`config.mk`:
```
export PLATFORM = sky130hd
export DESIGN_NAME = ibf_fetch
export DESIGN_NICKNAME = d
export VERILOG_FILES = /design/src/rtl/ibf_pkg.sv /design/src/rtl/ibf_bank.sv /design/src/rtl/ibf_ctrl.sv /design/src/rtl/ibf_fetch.sv
export SDC_FILE = /design/constraint.sdc
export NUM_CORES = 1
export LEC_CHECK = 0
export ABC_AREA = 1
export CORE_ASPECT_RATIO = 1.5
export CORE_MARGIN = 5
export CORE_UTILIZATION = 58
export CTS_CLUSTER_DIAMETER = 30
export CTS_CLUSTER_SIZE = 24
export DETAILED_ROUTE_END_ITERATION = 12
export HOLD_SLACK_MARGIN = 0.1
export PLACE_DENSITY = 0.85
export SETUP_SLACK_MARGIN = 0.15
export SLEW_MARGIN = 40
export SYNTH_ARGS = -nofsm -noshare
export SYNTH_HDL_FRONTEND = slang
export SYNTH_SLANG_ARGS = --single-unit
```
`constraint.sdc`:
```
create_clock -name clk -period 4.5 [get_ports clk]
set_clock_uncertainty 0.15 [all_clocks]
set_input_delay 0.45 -clock clk [delete_from_list [all_inputs] [get_ports clk]]
set_output_delay 0.45 -clock clk [all_outputs]
set_load 0.02 [all_outputs]
```
`src/rtl/ibf_pkg.sv`:
```
package ibf_pkg;

    typedef enum logic [1:0] {
        ST_IDLE,
        ST_ADDR,
        ST_WAIT,
        ST_XFER
    } ibf_state_e;

    // Cycles from the accepting edge until the last word, both modes.
    function automatic int unsigned line_cycles(input int unsigned lat, input logic seq);
        int unsigned n;
        if (seq) n = 1 + 4 * (lat + 1);
        else     n = 1 + lat + 4;
        return n;
    endfunction

endpackage

```
`src/rtl/ibf_bank.sv`:
```
module ibf_bank #(
    parameter int ADDR_W = 16,
    parameter int DATA_W = 32,
    parameter int LAT    = 5
) (
    input  logic              clk,
    input  logic              rst_n,
    input  logic              start,
    input  logic [ADDR_W-1:0] addr,
    output logic [DATA_W-1:0] data,
    output logic              vld
);
    localparam int CNT_W = $clog2(LAT + 1);
    localparam int HALF  = DATA_W / 2;

    logic [CNT_W-1:0]  cnt_q;
    logic              busy_q;
    logic [DATA_W-1:0] data_q;
    logic              vld_q;
    logic [DATA_W-1:0] a_ext;
    logic [DATA_W-1:0] pattern;

    // Modelled content: the address, copied into both halves of the word.
    always_comb begin
        a_ext   = DATA_W'(addr);
        pattern = (a_ext << HALF) | a_ext;
    end

    always_ff @(posedge clk) begin
        if (!rst_n) begin
            cnt_q  <= '0;
            busy_q <= 1'b0;
            data_q <= '0;
            vld_q  <= 1'b0;
        end else if (start) begin
            cnt_q  <= CNT_W'(LAT - 1);
            busy_q <= 1'b1;
            data_q <= pattern;
            vld_q  <= 1'b0;
        end else if (busy_q) begin
            if (cnt_q == '0) begin
                busy_q <= 1'b0;
                vld_q  <= 1'b1;
            end else begin
                cnt_q <= cnt_q - 1'b1;
            end
        end
    end

    assign data = data_q;
    assign vld  = vld_q;

endmodule

```
`src/rtl/ibf_ctrl.sv`:
```
module ibf_ctrl
    import ibf_pkg::*;
#(
    parameter int ADDR_W = 16,
    parameter int LAT    = 5,
    parameter int NBANK  = 4,
    localparam int IDX_W = $clog2(NBANK)
) (
    input  logic              clk,
    input  logic              rst_n,
    input  logic              req_valid,
    input  logic [ADDR_W-1:0] req_addr,
    input  logic              req_seq,
    output logic              req_ready,
    output logic [NBANK-1:0]  bank_start,
    output logic [ADDR_W-1:0] base_addr,
    output logic              xfer,
    output logic [IDX_W-1:0]  idx,
    output logic              done
);
    localparam int WCNT_W            = $clog2(LAT + 1);
    localparam logic [IDX_W-1:0] LAST = IDX_W'(NBANK - 1);
    localparam logic [ADDR_W-1:0] LOW_MASK = ADDR_W'(NBANK - 1);

    ibf_state_e        state_q, state_d;
    logic [WCNT_W-1:0] wcnt_q;
    logic [IDX_W-1:0]  idx_q;
    logic              seq_q;
    logic [ADDR_W-1:0] base_q;

    // State register
    always_ff @(posedge clk) begin
        if (!rst_n) state_q <= ST_IDLE;
        else        state_q <= state_d;
    end

    // Next state
    always_comb begin
        state_d = state_q;
        unique case (state_q)
            ST_IDLE: if (req_valid) state_d = ST_ADDR;
            ST_ADDR: state_d = ST_WAIT;
            ST_WAIT: if (wcnt_q == '0) state_d = ST_XFER;
            ST_XFER: begin
                if (idx_q == LAST) state_d = ST_IDLE;
                else if (seq_q)    state_d = ST_WAIT;
            end
            default: state_d = ST_IDLE;
        endcase
    end

    // Datapath registers: line base, mode, latency count, word index
    always_ff @(posedge clk) begin
        if (!rst_n) begin
            wcnt_q <= '0;
            idx_q  <= '0;
            seq_q  <= 1'b0;
            base_q <= '0;
        end else begin
            unique case (state_q)
                ST_IDLE: begin
                    if (req_valid) begin
                        base_q <= req_addr & ~LOW_MASK;
                        seq_q  <= req_seq;
                        idx_q  <= '0;
                    end
                end
                ST_ADDR: wcnt_q <= WCNT_W'(LAT - 1);
                ST_WAIT: begin
                    if (wcnt_q != '0) wcnt_q <= wcnt_q - 1'b1;
                end
                ST_XFER: begin
                    if (idx_q != LAST) begin
                        idx_q <= idx_q + 1'b1;
                        if (seq_q) wcnt_q <= WCNT_W'(LAT - 1);
                    end
                end
                default: ;
            endcase
        end
    end

    // Outputs
    always_comb begin
        req_ready  = (state_q == ST_IDLE);
        xfer       = (state_q == ST_XFER);
        done       = xfer && (idx_q == LAST);
        idx        = idx_q;
        base_addr  = base_q;
        bank_start = '0;
        unique case (state_q)
            ST_ADDR: bank_start = seq_q ? NBANK'(1) : {NBANK{1'b1}};
            ST_XFER: begin
                if (seq_q && idx_q != LAST)
                    bank_start = NBANK'(1) << (32'(idx_q) + 1);
            end
            default: ;
        endcase
    end

endmodule

```
`src/rtl/ibf_fetch.sv`:
```
module ibf_fetch #(
    parameter int ADDR_W = 16,
    parameter int DATA_W = 32,
    parameter int LAT    = 5,
    parameter int NBANK  = 4,
    localparam int IDX_W = $clog2(NBANK)
) (
    input  logic              clk,
    input  logic              rst_n,
    input  logic              req_valid,
    input  logic [ADDR_W-1:0] req_addr,
    input  logic              req_seq,
    output logic              req_ready,
    output logic              word_valid,
    output logic [IDX_W-1:0]  word_idx,
    output logic [DATA_W-1:0] word_data,
    output logic              blk_done
);
    logic [NBANK-1:0]  bank_start;
    logic [NBANK-1:0]  bank_vld;
    logic [DATA_W-1:0] bank_data [NBANK];
    logic [ADDR_W-1:0] base_addr;
    logic              xfer;
    logic [IDX_W-1:0]  idx;
    logic              done;

    ibf_ctrl #(
        .ADDR_W (ADDR_W),
        .LAT    (LAT),
        .NBANK  (NBANK)
    ) u_ctrl (
        .clk        (clk),
        .rst_n      (rst_n),
        .req_valid  (req_valid),
        .req_addr   (req_addr),
        .req_seq    (req_seq),
        .req_ready  (req_ready),
        .bank_start (bank_start),
        .base_addr  (base_addr),
        .xfer       (xfer),
        .idx        (idx),
        .done       (done)
    );

    for (genvar b = 0; b < NBANK; b++) begin : g_bank
        ibf_bank #(
            .ADDR_W (ADDR_W),
            .DATA_W (DATA_W),
            .LAT    (LAT)
        ) u_bank (
            .clk   (clk),
            .rst_n (rst_n),
            .start (bank_start[b]),
            .addr  (base_addr | ADDR_W'(b)),
            .data  (bank_data[b]),
            .vld   (bank_vld[b])
        );
    end

    always_comb begin
        word_valid = xfer;
        word_idx   = idx;
        word_data  = xfer ? bank_data[idx] : '0;
        blk_done   = done;
    end

endmodule

```
==> out/qor.csv, run 1 <==
stage,metric,value,unit
pwr,netSwitchingFraction,31.7,%
detailed_routing,ant_nets,0,
critical_path,critPathMaxStageDelay,0.67,ns
die,initial_core_util,60.1,%
pwr,power_density,398,nW/um^2
detailed_routing,first_pass_iters,5,
grt,antenna_found_initial,0,
cts,cts_hold_buf,0,
logic_synthesis,ys_seq_area_share,43.4,%
logic_synthesis,synth_top_area_share,43.4,%
detailed_routing,vias,3551,
place,hpwl,5800,microns
cts,cts_max_level,3,
detailed_routing,drtIter0Drc,351,
sta,drv_slew,0,
cts,cts_num_sinks,81,
pwr,power.internal,0.00117,W
logic_synthesis,synth.distinct_cells,22,
sta,finalHoldViolations,0,
logic_synthesis,syn_inst,524,
detailed_routing,wl_per_cell,15.0,microns
cts,clock_path_buffers,2,
grt,grt_pass1_vias,3409,
logic_synthesis,synth_edf_count,0,
cts,cts.reportedPaths.clkPinSlew,0.08,ns
logic_synthesis,async_flop_share,0,%
pwr,p_switching,0.000544,W
cells_and_area,syn2layout_area_growth,15.6,%
pwr,combPwrFrac,20.5,%
sta,finalCritPeriodShare,73.5,%
sta,fmax,0.302,GHz
critical_path,cp_slowest_cell,clkdlybuf4s50_1,
die,die_x,75.5,microns
critical_path,crit_type,reg -> out,
place,portBuffers,54,
logic_synthesis,ys.flop_type,dfxtp_1,
critical_path,crit_path_end_kind,output pin,
sta,tightestPinTransition,0.792,ns
die,core_area,6220,sq um
grt,grt_max_degree,47,
logic_synthesis,ys.warnings.count,0,
hold_path,hp-class,reg -> reg,
critical_path,r2r_slack,2.01,ns
sta,period_minus_slack,3.31,ns
sta,setup_viol,0,
cells_and_area,fill_cells,535,
critical_path,cp_max_fo,21,
cells_and_area,multi_input_area,1750,sq um
pwr,peakVddDrop,0.274,mV
critical_path,path_cells,inv_1 -> nor2_1 -> o21ai_0 -> a21oi_1 -> clkdlybuf4s50_1,
place,pre_cts_ws,1.21,ns
pwr,seqPwrFrac,48.9,%
logic_synthesis,yosys.area.top_type,dfxtp_1,
detailed_routing,drc,0,
place,gp_congestion,0.790,
cts,post-cts-setup-buffer-count,0,
critical_path,worstSetupStartpointType,flop,
logic_synthesis,yosysMostFrequentCell,nor2_1,
die,ios,57,
pwr,p_leak,1.63,nW
cells_and_area,regArea,1620,sq um
outcome,status,finished clean,
grt,grt_pass1_wl,15300,microns
grt,grt_overflow_total,0,
die,fp.dieH,108,microns
detailed_routing,post_drt_via_cell_ratio,5.70,
cts,clockRootBuffer,clkbuf_8,
grt,track_usage,24.2,%
cts,post_cts_resized,0,
sta,slew_headroom,47.1,%
critical_path,cp.arrival,2.71,ns
logic_synthesis,syn_nets,550,
sta,rsz0062_at_grt,false,
critical_path,required,3.90,ns
cts,clock_latency,0.36,ns
die,die_area,8180,sq um
cts,cts_tree,yes,
logic_synthesis,ys_top_cells_by_count,"nor2_1, dfxtp_1, a21oi_1",
logic_synthesis,ys_seq_elements,81,
pwr,clkPwrFrac,30.5,%
logic_synthesis,synth.avg_cell_area,7.13,sq um
detailed_routing,wirelength,9380,microns
logic_synthesis,syn_area,3740,sq um
logic_synthesis,synthTopCellsByArea,"dfxtp_1, nor2_1, a21oi_1, o21ai_0, nand3_1",
cells_and_area,antenna_cells,0,
cts,numCtsBuffers,9,
sta,tns,0,ns
cells_and_area,drive_gt1_share,6.56,%
die,rows,35,
sta,layout_setup_ws,1.19,ns
run,maxCapViolCount,0,
cells_and_area,num-nets-final,570,
metal layers:
metal	share of wire, %	vias up	GRT usage, %
met2	51	133	42.3
met4	2.3	0	10.9
met1	40	1663	28.4
met5	0	-	0
li1	-	1736	-
met3	7.4	19	3.44
flip-flops by register name, summed over array words and instances, names as in the netlist:
register / cells
u_ctrl.base_addr: 14
u_ctrl.idx: 2
u_ctrl.wcnt_q: 3
u_ctrl.seq_q: 1
g_bank.u_bank.data: 59
u_ctrl.state_q: 2
power groups by stage:
stage | sequential, W | clock, W | combinational [W]
after CTS | 0.000840 | 0.000526 | 0.000352
after detailed placement | 0.000857 | 0 | 0.000349
after global placement | 0.000853 | 0 | 0.000337
after global routing | 0.000851 | 0.000553 | 0.000400
after floorplan | 0.000843 | 0 | 0.000268
final | 0.000841 | 0.000525 | 0.000353
through the flow:
step / std cells / power [W] / hold WS [ns] / area (sq um) / util [%]
5_1_grt: 623 / 0.00180 / 0.346 / 4320 / 69.4
3_5_place_dp: 607 / 0.00121 / 0.300 / 4120 / 66.3
3_3_place_gp: 607 / 0.00119 / 0.289 / 4120 / 66.2
4_1_cts: 623 / 0.00172 / 0.312 / 4320 / 69.4
6_report: 623 / 0.00172 / 0.309 / 4320 / 69.4
2_1_floorplan: 524 / 0.00111 / 0.280 / 3740 / -
cell usage in the layout (no fill, tap or decap), types with 2 or more instances in the layout:
master,count
clkinv_2,4
clkbuf_8,10
a211oi_1,2
inv_2,4
ha_1,6
o21ai_0,61
clkdlybuf4s50_1,54
nand2_4,5
inv_1,21
buf_4,3
dfxtp_1,80
nand2_1,59
nand3_1,48
a21oi_1,65
nor2_1,116
nand3_2,3
kinds of logic (layout without fill, tap and decap cells):
logic type                 Yosys count  in the layout  share of synthesized area [%]
adders and majority gates            6              6                           2.01
buffers and inverters               73             98                           9.88
and+or+nand+nor                    235            235                           27.2
DFF                                 81             81                           43.4
AOI/OAI and AO/OA                  129            129                           17.5
critical path: cells and delay by family (launching register included):
family | cells | cell delay [ns]
AND/OR/NAND/NOR | 1 | 0.21
buffers and inverters | 2 | 1.10
AO/OA/AOI/OAI | 2 | 0.39
flip-flops | 1 | 0.65
layout make-up:
type | instances | area share [%]
well taps | 74 | 2.14
clock inverters | 6 | 1.33
multi-input cells | 370 | 40.5
flip-flops and latches | 81 | 37.6
inverters | 25 | 2.17
clock buffers | 10 | 3.19
repair buffers | 57 | 13.0
final timing paths:
path | from | end | cells after the start
hold / removal | g_bank[0].u_bank.data[27]$_SDFFE_PN0P_ | g_bank[0].u_bank.data[27]$_SDFFE_PN0P_ | 2
setup reg to reg | u_ctrl.idx[1]$_SDFFE_PN0P_ | g_bank[1].u_bank.data[18]$_SDFFE_PN0P_ | 6
hold reg to reg | g_bank[0].u_bank.data[27]$_SDFFE_PN0P_ | g_bank[0].u_bank.data[27]$_SDFFE_PN0P_ | 2
setup / recovery | u_ctrl.idx[1]$_SDFFE_PN0P_ | word_data[27] | 5
No activity file was read; power rests on OpenSTA's default activity.
==> run 2, diff against run 1 <==
--- a/config.mk
+++ b/config.mk
@@ -8,12 +8,12 @@
 export ABC_AREA = 1
 export CORE_ASPECT_RATIO = 1.5
 export CORE_MARGIN = 5
-export CORE_UTILIZATION = 58
+export CORE_UTILIZATION = 54
 export CTS_CLUSTER_DIAMETER = 30
 export CTS_CLUSTER_SIZE = 24
 export DETAILED_ROUTE_END_ITERATION = 12
 export HOLD_SLACK_MARGIN = 0.1
-export PLACE_DENSITY = 0.85
+export PLACE_DENSITY = 0.8
 export SETUP_SLACK_MARGIN = 0.15
 export SLEW_MARGIN = 40
 export SYNTH_ARGS = -nofsm -noshare
==> constraint.sdc (replaced) <==
create_clock -name clk -period 3.4 [get_ports clk]
set_clock_uncertainty 0.15 [all_clocks]
set_input_delay 0.34 -clock clk [delete_from_list [all_inputs] [get_ports clk]]
set_output_delay 0.34 -clock clk [all_outputs]
set_load 0.02 [all_outputs]
==> run 2 against run 1 <==
Worst hold slack got worse by 0.00052 ns. Clock power increased by 46%. Clock-buffer cell count grew 5. First-iteration DRC count is 17% higher. Critical endpoint unchanged. Largest cell class unchanged.
==> out/qor.csv, run 2 (synthesis gave the netlist of run 1 again) <==
stage,metric,value,unit,change
critical_path,critPathTopFamily,buffers and inverters,,
pwr,power_density,538,nW/um^2,+35%
detailed_routing,first_pass_iters,7,,+2
sta,tns,0,ns,unchanged
cells_and_area,fin_area,4370,sq um,+1.2%
cts,cts.reportedPaths.clkPinSlew,0.08,ns,about the same
run,maxCapViolCount,0,,unchanged
pwr,power.internal,0.00164,W,+40%
sta,finalHoldViolations,0,,unchanged
sta,drv_slew,0,,unchanged
die,die_x,77.9,microns,+3.2%
place,portBuffers,54,,unchanged
place,hpwl,5960,microns,+2.6%
cts,clock_path_buffers,2,,unchanged
place,gp_congestion,0.766,,-3.0%
pwr,clkPwrFrac,32.6,%,+2.1 points
place,pre_cts_ws,0.764,ns,-0.446 ns
grt,track_usage,22.5,%,-1.7 points
cts,cts_max_level,3,,unchanged
die,fp.dieH,112,microns,+3.3%
hold_path,hp-class,reg -> reg,,
cts,clockRootBuffer,clkbuf_8,,
critical_path,worstSetupStartpointType,flop,,
pwr,p_leak,1.65,nW,+1.5%
pwr,peakVddDrop,0.363,mV,+32%
sta,fmax,0.329,GHz,
place,post_dp_cell_area,4140,sq um,+0.55%
critical_path,cp.arrival,2.55,ns,-0.16 ns
pwr,seqPwrFrac,47.3,%,-1.6 points
grt,grt_pass1_vias,3315,,-2.8%
sta,period_minus_slack,3.04,ns,
cts,clock_latency,0.35,ns,about the same
cts,numCtsBuffers,9,,unchanged
sta,setup_viol,0,,unchanged
detailed_routing,ant_nets,0,,unchanged
grt,grt_max_degree,47,,unchanged
detailed_routing,vias,3589,,+1.1%
critical_path,crit_type,reg -> out,,
cts,cts_tree,yes,,
die,initial_core_util,54.9,%,-5.2 points
cells_and_area,syn2layout_area_growth,17.0,%,
critical_path,required,2.91,ns,-0.99 ns
critical_path,cp_slowest_cell,clkdlybuf4s50_1,,
cells_and_area,final_util,64.2,%,-5.2 points
cells_and_area,fill_cells,599,,+12%
detailed_routing,wirelength,9570,microns,+2.1%
cells_and_area,layout_commonest_cell,nor2_1,,
sta,tightestPinTransition,0.662,ns,-0.130 ns
cts,post-cts-setup-buffer-count,0,,unchanged
die,die_area,8720,sq um,+6.6%
detailed_routing,drtIter0Drc,410,,+17%
cells_and_area,drive_gt1_share,6.52,%,-0.036 points
die,rows,37,,+5.7%
detailed_routing,wl_per_cell,15.2,microns,+0.96%
outcome,status,finished clean,,
critical_path,crit_buf_inv,3,,+1
pwr,combPwrFrac,20.1,%,-0.4 points
critical_path,cp_max_fo,21,,unchanged
cells_and_area,largest_register_ffs,59,,unchanged
grt,grt_pass1_wl,15800,microns,+3.2%
sta,finalCritPeriodShare,89.4,%,
grt,grt_overflow_total,0,,unchanged
cells_and_area,antenna_cells,0,,unchanged
detailed_routing,drc,0,,unchanged
pwr,p_switching,0.000710,W,+30%
detailed_routing,post_drt_via_cell_ratio,5.70,,about the same
critical_path,path_cells,buf_4 -> inv_1 -> nor2_1 -> o21ai_0 -> a21oi_1 -> clkdlybuf4s50_1,,
cts,cts_num_sinks,81,,unchanged
cts,post_cts_resized,0,,unchanged
die,ios,57,,unchanged
critical_path,critPathMaxStageDelay,0.66,ns,about the same
sta,rsz0062_at_grt,false,,
pwr,netSwitchingFraction,30.1,%,-1.5 points
grt,antenna_found_initial,0,,unchanged
cts,cts_hold_buf,0,,unchanged
sta,layout_setup_ws,0.362,ns,-0.830 ns
cells_and_area,mostFrequentLayoutCells,"nor2_1, dfxtp_1, a21oi_1",,
die,core_area,6810,sq um,+9.4%
cells_and_area,num-nets-final,573,,+0.53%
pwr,p_total,0.00235,W,+37%
critical_path,crit_path_end_kind,output pin,,
sta,slew_headroom,55.8,%,+8.7 points
==> run 2: cell types whose count changed in the layout (fill, tap and decap cells not counted), sizes merged <==
cell	before	now
clkbuf	10	15
buf	3	6
clkinv	4	1
clkinvlp	1	0
inv	25	24
==> run 2: layout make-up <==
class	count	area, sq um	share of cell area, %
clock inverter	1	30.0	0.687
tap	78	97.6	2.23
timing repair buffer	60	586	13.4
sequential	81	1620	37.1
inverter	25	95.1	2.18
multi-input combinational	370	1750	39.9
clock buffer	15	196	4.49
==> run 2: worst min-delay path, cell delays in order (launching register included) <==
cell	delay [ns]
dfxtp_1	0.30
inv_1	0.06
a21oi_1	0.05
==> run 2: power by group through the flow <==
stage / clock, W / sequential [W] / combinational, W
3_3_place_gp: 0 / 0.00113 / 0.000457
5_1_grt: 0.000816 / 0.00113 / 0.000535
3_5_place_dp: 0 / 0.00113 / 0.000467
2_1_floorplan: 0 / 0.00112 / 0.000354
6_report: 0.000767 / 0.00111 / 0.000473
4_1_cts: 0.000777 / 0.00111 / 0.000471
==> run 2: per-stage QoR <==
stage / hold WS, ns / std cells
6_report: 0.308 / 630
3_5_place_dp: 0.293 / 614
4_1_cts: 0.304 / 630
2_1_floorplan: 0.280 / 524
3_3_place_gp: 0.289 / 614
5_1_grt: 0.347 / 630
==> run 2: path summary, 6_finish.rpt <==
| path | startpoint | end | slack, ns | cells past startpoint |
|---|---|---|---|---|
| max | u_ctrl.idx[1]$_SDFFE_PN0P_ | word_data[27] | 0.36 | 6 |
| min | g_bank[0].u_bank.data[27]$_SDFFE_PN0P_ | g_bank[0].u_bank.data[27]$_SDFFE_PN0P_ | 0.31 | 2 |
| max reg2reg | u_ctrl.idx[1]$_SDFFE_PN0P_ | g_bank[1].u_bank.data[26]$_SDFFE_PN0P_ | 0.88 | 7 |
| min reg2reg | g_bank[0].u_bank.data[27]$_SDFFE_PN0P_ | g_bank[0].u_bank.data[27]$_SDFFE_PN0P_ | 0.31 | 2 |
==> run 2: routing by layer <==
metal | track usage [%] | vias to the layer above | wire [microns] | part of all wire, %
li1 | - | 1750 | - | -
met1 | 28.3 | 1681 | 3840 | 40
met4 | 9.58 | 0 | 168 | 1.8
met2 | 37.8 | 143 | 4820 | 50
met3 | 3.64 | 15 | 738 | 7.7
met5 | 0 | - | 0 | 0
